File: src/rtl/hpr_pkg.sv
package hpr_pkg;

    localparam int HPR_DW   = 8;
    localparam int DSP_BIT  = 0;
    localparam int HOST_BIT = 1;

    typedef enum logic [1:0] {
        WIN_NONE = 2'd0,
        WIN_MEM  = 2'd1,
        WIN_IRQ  = 2'd2
    } win_kind_e;

    typedef struct packed {
        logic              rd;
        logic              reg_sel;
        logic              byte2;
        logic [HPR_DW-1:0] wdata;
    } acc_req_t;

    typedef struct packed {
        win_kind_e         kind;
        logic              set_dsp;
        logic              clr_host;
        logic              cfg_wr;
        logic [HPR_DW-1:0] cfg_val;
    } acc_dec_t;

    // Classify a finished access: which window it opens and what it changes.
    function automatic acc_dec_t decode_access(acc_req_t r);
        acc_dec_t d;
        d      = '0;
        d.kind = WIN_NONE;
        if (r.reg_sel) begin
            if (!r.rd) begin
                d.cfg_wr            = 1'b1;
                d.cfg_val           = r.wdata;
                d.cfg_val[DSP_BIT]  = 1'b0;
                d.cfg_val[HOST_BIT] = 1'b0;
                d.set_dsp           = r.wdata[DSP_BIT];
                d.clr_host          = r.wdata[HOST_BIT];
                if (r.wdata[DSP_BIT] || r.wdata[HOST_BIT])
                    d.kind = WIN_IRQ;
            end
        end else if (r.rd != r.byte2) begin
            // read fetches on byte one, write commits on byte two
            d.kind = WIN_MEM;
        end
        return d;
    endfunction

    function automatic int max_of4(int a, int b, int c, int d);
        int m;
        m = a;
        if (b > m) m = b;
        if (c > m) m = c;
        if (d > m) m = d;
        return m;
    endfunction

endpackage

File: src/rtl/hpr_strobe.sv
module hpr_strobe (
    input  logic clk,
    input  logic rst,
    input  logic host_sel_n,
    input  logic strb_a_n,
    input  logic strb_b_n,
    output logic start,
    output logic fin
);

    logic strb;
    logic strb_q;

    // live only with select low and at least one data strobe low
    assign strb = ~(host_sel_n | (strb_a_n & strb_b_n));

    always_ff @(posedge clk) begin
        if (rst) strb_q <= 1'b0;
        else     strb_q <= strb;
    end

    assign start = strb & ~strb_q;
    assign fin   = ~strb & strb_q;

endmodule

File: src/rtl/hpr_busy_timer.sv
module hpr_busy_timer
    import hpr_pkg::*;
#(
    parameter int LEN_IDLE = 5,
    parameter int LEN_D16  = 9,
    parameter int LEN_D32  = 13,
    parameter int LEN_IRQ  = 3,
    parameter int CNT_W    = 4
) (
    input  logic             clk,
    input  logic             rst,
    input  logic             load,
    input  win_kind_e        kind,
    input  logic             dma_act,
    input  logic             dma_32,
    output logic [CNT_W-1:0] cnt,
    output logic             busy
);

    logic [CNT_W-1:0] len_sel;

    always_comb begin
        unique case (kind)
            WIN_IRQ: len_sel = CNT_W'(LEN_IRQ);
            WIN_MEM: begin
                if (!dma_act)    len_sel = CNT_W'(LEN_IDLE);
                else if (dma_32) len_sel = CNT_W'(LEN_D32);
                else             len_sel = CNT_W'(LEN_D16);
            end
            default: len_sel = '0;
        endcase
    end

    // length is fixed at load; DMA inputs are not looked at again
    always_ff @(posedge clk) begin
        if (rst)             cnt <= '0;
        else if (load)       cnt <= len_sel;
        else if (cnt != '0)  cnt <= cnt - 1'b1;
    end

    assign busy = (cnt != '0);

endmodule

File: src/rtl/hpr_ready_gen.sv
module hpr_ready_gen
    import hpr_pkg::*;
#(
    parameter int LEN_IDLE = 5,
    parameter int LEN_D16  = 9,
    parameter int LEN_D32  = 13,
    parameter int LEN_IRQ  = 3
) (
    input  logic              clk,
    input  logic              rst,
    input  logic              host_sel_n,
    input  logic              strb_a_n,
    input  logic              strb_b_n,
    input  logic              rd_wr,
    input  logic              reg_sel,
    input  logic              byte2,
    input  logic [HPR_DW-1:0] wdata,
    input  logic              dma_act,
    input  logic              dma_32,
    input  logic              core_irq,
    input  logic              dsp_ack,
    output logic              rdy,
    output logic              host_irq,
    output logic              dsp_irq,
    output logic [HPR_DW-1:0] ctl_cfg
);

    localparam int LEN_MAX = max_of4(LEN_IDLE, LEN_D16, LEN_D32, LEN_IRQ);
    localparam int CNT_W   = $clog2(LEN_MAX + 1);

    logic             start;
    logic             fin;
    logic             acc_q;
    logic             commit;
    logic             tm_load;
    logic             irq_load;
    logic             busy;
    logic [CNT_W-1:0] busy_cnt;
    acc_req_t         req;
    acc_dec_t         dec;

    hpr_strobe u_strobe (
        .clk        (clk),
        .rst        (rst),
        .host_sel_n (host_sel_n),
        .strb_a_n   (strb_a_n),
        .strb_b_n   (strb_b_n),
        .start      (start),
        .fin        (fin)
    );

    always_comb begin
        req.rd      = rd_wr;
        req.reg_sel = reg_sel;
        req.byte2   = byte2;
        req.wdata   = wdata;
        dec         = decode_access(req);
    end

    // an access counts only if it began while no window was running
    always_ff @(posedge clk) begin
        if (rst)                acc_q <= 1'b0;
        else if (start && !busy) acc_q <= 1'b1;
        else if (fin)           acc_q <= 1'b0;
    end

    assign commit   = fin & acc_q;
    assign tm_load  = commit && (dec.kind != WIN_NONE);
    assign irq_load = commit && (dec.kind == WIN_IRQ);

    hpr_busy_timer #(
        .LEN_IDLE (LEN_IDLE),
        .LEN_D16  (LEN_D16),
        .LEN_D32  (LEN_D32),
        .LEN_IRQ  (LEN_IRQ),
        .CNT_W    (CNT_W)
    ) u_timer (
        .clk     (clk),
        .rst     (rst),
        .load    (tm_load),
        .kind    (dec.kind),
        .dma_act (dma_act),
        .dma_32  (dma_32),
        .cnt     (busy_cnt),
        .busy    (busy)
    );

    always_ff @(posedge clk) begin
        if (rst) begin
            host_irq <= 1'b0;
            dsp_irq  <= 1'b0;
            ctl_cfg  <= '0;
        end else begin
            if (core_irq)                    host_irq <= 1'b1;
            else if (commit && dec.clr_host) host_irq <= 1'b0;

            if (commit && dec.set_dsp)       dsp_irq <= 1'b1;
            else if (dsp_ack)                dsp_irq <= 1'b0;

            if (commit && dec.cfg_wr)        ctl_cfg <= dec.cfg_val;
        end
    end

    assign rdy = host_sel_n | ~busy;

endmodule

File: config.mk
export PLATFORM = sky130hd
export DESIGN_NAME = hpr_ready_gen
export DESIGN_NICKNAME = d
export VERILOG_FILES = /design/src/rtl/hpr_pkg.sv /design/src/rtl/hpr_strobe.sv /design/src/rtl/hpr_busy_timer.sv /design/src/rtl/hpr_ready_gen.sv
export SDC_FILE = /design/constraint.sdc
export NUM_CORES = 1
export LEC_CHECK = 0
export CORE_MARGIN = 2
export CORE_UTILIZATION = 40
export DETAILED_ROUTE_END_ITERATION = 12
export GPL_TIMING_DRIVEN = 0
export PLACE_DENSITY = 0.72
export SLEW_MARGIN = 10
export SYNTH_ARGS = -nofsm -noshare
export SYNTH_HDL_FRONTEND = slang
export SYNTH_SLANG_ARGS = --single-unit
File: constraint.sdc
create_clock -name clk -period 1.98 [get_ports clk]
set_input_delay 0.297 -clock clk [delete_from_list [all_inputs] [get_ports clk]]
set_output_delay 0.297 -clock clk [all_outputs]
set_load 0.05 [all_outputs]
# Yosys cells after proc, flatten, opt, wreduce, memory -nomap -nowiden
# Cells that the tools add are included.
[op_classes]
addsub = 1
n_eq_ne = 3
mux = 16
n_bitwise = 9
reduce_logical = 13
[op_table]
columns = ["operator", "count"]
rows = [
  ["$mux W13", 1],
  ["$mux W4", 3],
  ["$mux W11", 1],
  ["$reduce_bool A2 Y1", 5],
  ["$pmux W4 S2", 1],
  ["$mux W1", 7],
  ["$logic_and A1 B1 Y1", 5],
  ["$and A1 B1 Y1", 4],
  ["$mux W2", 2],
  ["$reduce_bool A4 Y1", 1],
  ["$sub A4 B1 Y4 const B", 1],
  ["$mux W3", 1],
  ["$not A1 Y1", 3],
  ["$eq A2 B1 Y1 const B", 1],
  ["$eq A2 B2 Y1 const B", 1],
  ["$or A1 B1 Y1", 2],
  ["$logic_not A1 Y1", 1],
  ["$logic_or A1 B1 Y1", 1],
  ["$ne A1 B1 Y1", 1],
]
[word_totals]
ff_bits = 16
inputBits = 20
output_inout_bits = 11

# Depth between registers and ports, before layout
# Gate-level depths: netlist of the first run.
[logic_depth]
ltp_word = 7
ltp_mapped = 7
ltp_nobuf = 6

# Hierarchy
# Synthesis of the first run repeated with hierarchy kept, for this count alone.
[hier_totals]
hier_cells = 79
area_unflattened_um2 = 739.5
[modules_own_cells]
columns = ["mod", "instances", "cells_per_inst", "area_each_um2"]
rows = [
  ["hpr_ready_gen", 1, 42, 405.4],
  ["hpr_busy_timer", 1, 32, 292.8],
  ["hpr_strobe", 1, 5, 41.3],
]

# Least setup slack after synthesis of the first run
# OpenSTA, ideal clock, no wires.
[synth_path]
kind = "reg2out"
start = "register u_timer.cnt[0]"
end = "output rdy"
arrival_ns = 1.455
required_time_ns = 1.683
setup_slack_ns = 0.228
stages_incl_launch_ff = 6
path_buffers = 1
path_cell_list = "dfxtp_1 > inv_1 > ha_1 > or3b_1 > buf_2 > or2b_1"
[synth_via]
elab_chain_cells = 3
[synth_lines]
columns = ["item", "line", "rtl"]
rows = [
  ["from (decl)", "hpr_busy_timer.sv:16", "output logic [CNT_W-1:0] cnt,"],
  ["from (signal assigned)", "hpr_busy_timer.sv:37", "else if (load) cnt <= len_sel;"],
  ["from (signal assigned)", "hpr_busy_timer.sv:38", "else if (cnt != '0) cnt <= cnt - 1'b1;"],
  ["$reduce_bool A4 Y1", "hpr_busy_timer.sv:41", "assign busy = (cnt != '0);"],
  ["$not A1 Y1", "hpr_ready_gen.sv:104", "assign rdy = host_sel_n | ~busy;"],
  ["$or A1 B1 Y1", "hpr_ready_gen.sv:104", ""],
  ["to (decl)", "hpr_ready_gen.sv:22", "output logic rdy,"],
]
# No other way between the ends.

# Worst setup path after layout of the first run
# Same ends and word-level chain as after synthesis.

==> results of run 1 <==
==> registers in the layout (all words and copies together), names as in the netlist <==
name             count
acc_q                1
ctl_cfg              6
dsp_irq              1
host_irq             1
u_strobe.strb_q      1
u_timer.cnt          4
==> power by group through the flow <==
| stage | combinational, mW | sequential (mW) | clock (mW) |
|---|---|---|---|
| 2_1_floorplan | 0.273 | 0.357 | 0 |
| 3_3_place_gp | 0.369 | 0.354 | 0 |
| 3_5_place_dp | 0.381 | 0.356 | 0 |
| 4_1_cts | 0.408 | 0.350 | 0.211 |
| 5_1_grt | 0.448 | 0.356 | 0.218 |
| 6_report | 0.406 | 0.350 | 0.204 |
==> logic make-up (layout without fill, tap and decap cells) <==
family | count (synthesis) | after routing | share of synthesized area, %
buffers and inverters | 12 | 44 | 8.476
adder cells (fa/ha/maj) | 3 | 3 | 5.191
AND/OR/NAND/NOR | 30 | 30 | 21.11
XOR/XNOR | 2 | 2 | 2.423
multiplexers | 7 | 7 | 9.862
AO/OA/AOI/OAI | 16 | 16 | 13.67
other | 1 | 2 | 0.5185
flip-flops | 14 | 14 | 38.75
==> layer usage <==
metal	wire length (µm)	up-vias	share of wire, %
met5	0	-	0
met4	8	0	0.52
met3	62	2	4.1
met2	758	18	50
met1	698	298	46
li1	-	358	-
==> placed cells by master, fill, tap and decap left out, types with 3 or more instances in the layout <==
cell             Yosys  layout
clkdlybuf4s50_1      0      27
dfxtp_1             14      14
mux2i_1              6       6
buf_4                2       3
inv_1                7       7
clkbuf_4             0       3
nor2_1              14      14
o21ai_0              4       4
a21oi_1              6       6
==> cell type report <==
cell class | count | area, µm²
Buffer | 4 | 30.03
Clock buffer | 4 | 36.28
Fill cell | 148 | 624.3
Inverter | 7 | 26.28
Multi-Input combinational cell | 60 | 390.4
Sequential cell | 14 | 280.3
Tap cell | 25 | 31.28
Timing Repair Buffer | 29 | 289.0
==> worst paths after layout <==
kind	from	end	slack [ns]	depth (start not counted)
min	ctl_cfg[4]	ctl_cfg[4]	0.50	2
max reg2reg	u_timer.cnt[0]	u_timer.cnt[0]	0.55	6
max	u_timer.cnt[0]	rdy	0.08	5
min reg2reg	ctl_cfg[4]	ctl_cfg[4]	0.50	2
==> stage by stage <==
stage	power (mW)	setup slack, ns	setup TNS, ns
after floorplan	0.6302	0.2278	0
after global placement	0.7230	-0.3084	-0.3084
after detailed placement	0.7367	-0.3471	-0.3588
after CTS	0.9700	0.05972	0
after global routing	1.021	0.02023	0
final	0.9595	0.07885	0
==> tightest hold or removal path: stages, from the launching register on <==
cell and delay (ns):
dfxtp_1 0.34, mux2i_1 0.06, nor2_1 0.07
==> what timing repair did <==
item,4_1_cts,5_1_grt
setup buffers,1,0
resized for setup,9,0
endpoints found under the setup margin,1,0
==> results_dict.tcl, run 1 <==
set metrics [dict create \
    arrival_ns 1.60 \
    port_buffers 28 \
    synth_area_leaders "dfxtp_1 39%, mux2i_1 8.3%, nor2_1 7.3%, ha_1 5.2%, a21oi_1 4.2%" \
    dr.pass1.iters 4 \
    path_max_fanout 5 \
    diodes 0 \
    fin_nets 142 \
    grt.met3_usage_pct 3.922 \
    use_met2_pct 28.61 \
    clkLatencyLatePin_ns 0.28 \
    cp_num_buf_inv 2 \
    synthFlopType "dfxtp_1" \
    synth_seq_cells 14 \
    clock_sinks 14 \
    swShare_pct 32.68 \
    crit_type "register to primary output" \
    clkPwrFrac_pct 21.3 \
    setup_viol 0 \
    worstPathCellList "inv_1, ha_2, or3b_4, or2b_1, buf_6" \
    final_area_um2 1084 \
    whs_ns 0.5024 \
    htree_levels 1 \
    die_w_um 46.52 \
    syn_inst 85 \
    dieArea_um2 2164 \
    drc_errors 0 \
    grt_max_degree 11 \
    core_area_um2 1708 \
    start_kind "register" \
    stdcell_count 143 \
    grt_pass1_vias 623 \
    syn-cell-area_um2 723.2 \
    grt_pass1_wl_um 2470 \
    ios 31 \
    fin_util_pct 63.44 \
    grt_overflow_total 0 \
    worst_setup_path_end_kind "primary output" \
    crit_path_top_delay_cell "or3b_4" \
    dpl_cell_area_um2 1039 \
    fin_worst_skew_ns 0.002873 \
    ys_warn_count 0 \
    finalHoldViolCount 0 \
    grt_antenna_before_repair 0 \
    relSlewSlack_pct 66.33 \
    dp_hpwl_um 1216 \
    fin_crit_ns 1.901 \
    internal_power_uw 646.0 \
    synth_edf_count 0 \
    fp-row-count 15 \
    first_iter_violations 7 \
    worstHoldPathType "register to register" \
    die_h_um 46.52 \
    start_util_pct 42.34 \
    power_density_nw_per_um2 885.6 \
    clockBufferDepth 2 \
    cts_buffers 3 \
    tritoncts "yes" \
    clockRootBuffer "clkbuf_4" \
    drive_above_1_share_pct 11.02 \
    path_clk_slew_ns 0.08 \
    seq_power_share_pct 36.5 \
    syn_avg_cell_area_um2 8.508 \
    ys_seq_area_share_pct 38.75 \
    async_flop_share_pct 0 \
    period_share_pct 96.02 \
    drv_slew 0 \
    leakagePower_nw 0.4179 \
    place_inst 139 \
    crit_family "simple AND/OR/NAND/NOR gates" \
    ant_nets 0 \
    max_freq_ghz 0.5260 \
    ir_worst_vdd_mv 0.6316 \
    use_met1_pct 18.72 \
    cts_hold_buf 0 \
    place_congestion 0.7960 \
    syn2layout_area_growth_pct 49.83 \
    netlist.area_leader.share_pct 38.75 \
    vias 676 \
    grt-busiest-layer "met2" \
    synth_top_area_cell "dfxtp_1" \
    cp.required_ns 1.68 \
    cap_violations 0 \
    rsz0062_at_grt "false" \
    ys_types 33 \
    synthTopCellsByCount "14 x dfxtp_1, 14 x nor2_1, 7 x inv_1" \
    pwr-share-comb_pct 42.3 \
    outcome "finished, final reports clean" \
    wirelength_um 1527 \
    tightest_slew_ns 0.5035 \
    power_switching_uw 313.5 \
    critical-path-max-stage-delay_ns 0.41 \
    wire_per_inst_um 10.68 \
    viasPerCell 4.727 \
    grt_use_total_pct 16.12 \
]
Note: power is estimated with default switching activity, not from simulation.
==> run 2, diff against run 1 <==
ABC_CLOCK_PERIOD_IN_PS = 1980   (was default)
==> results of run 2 <==
Same layout as run 1: the final DEF is identical, and so are final timing and power.
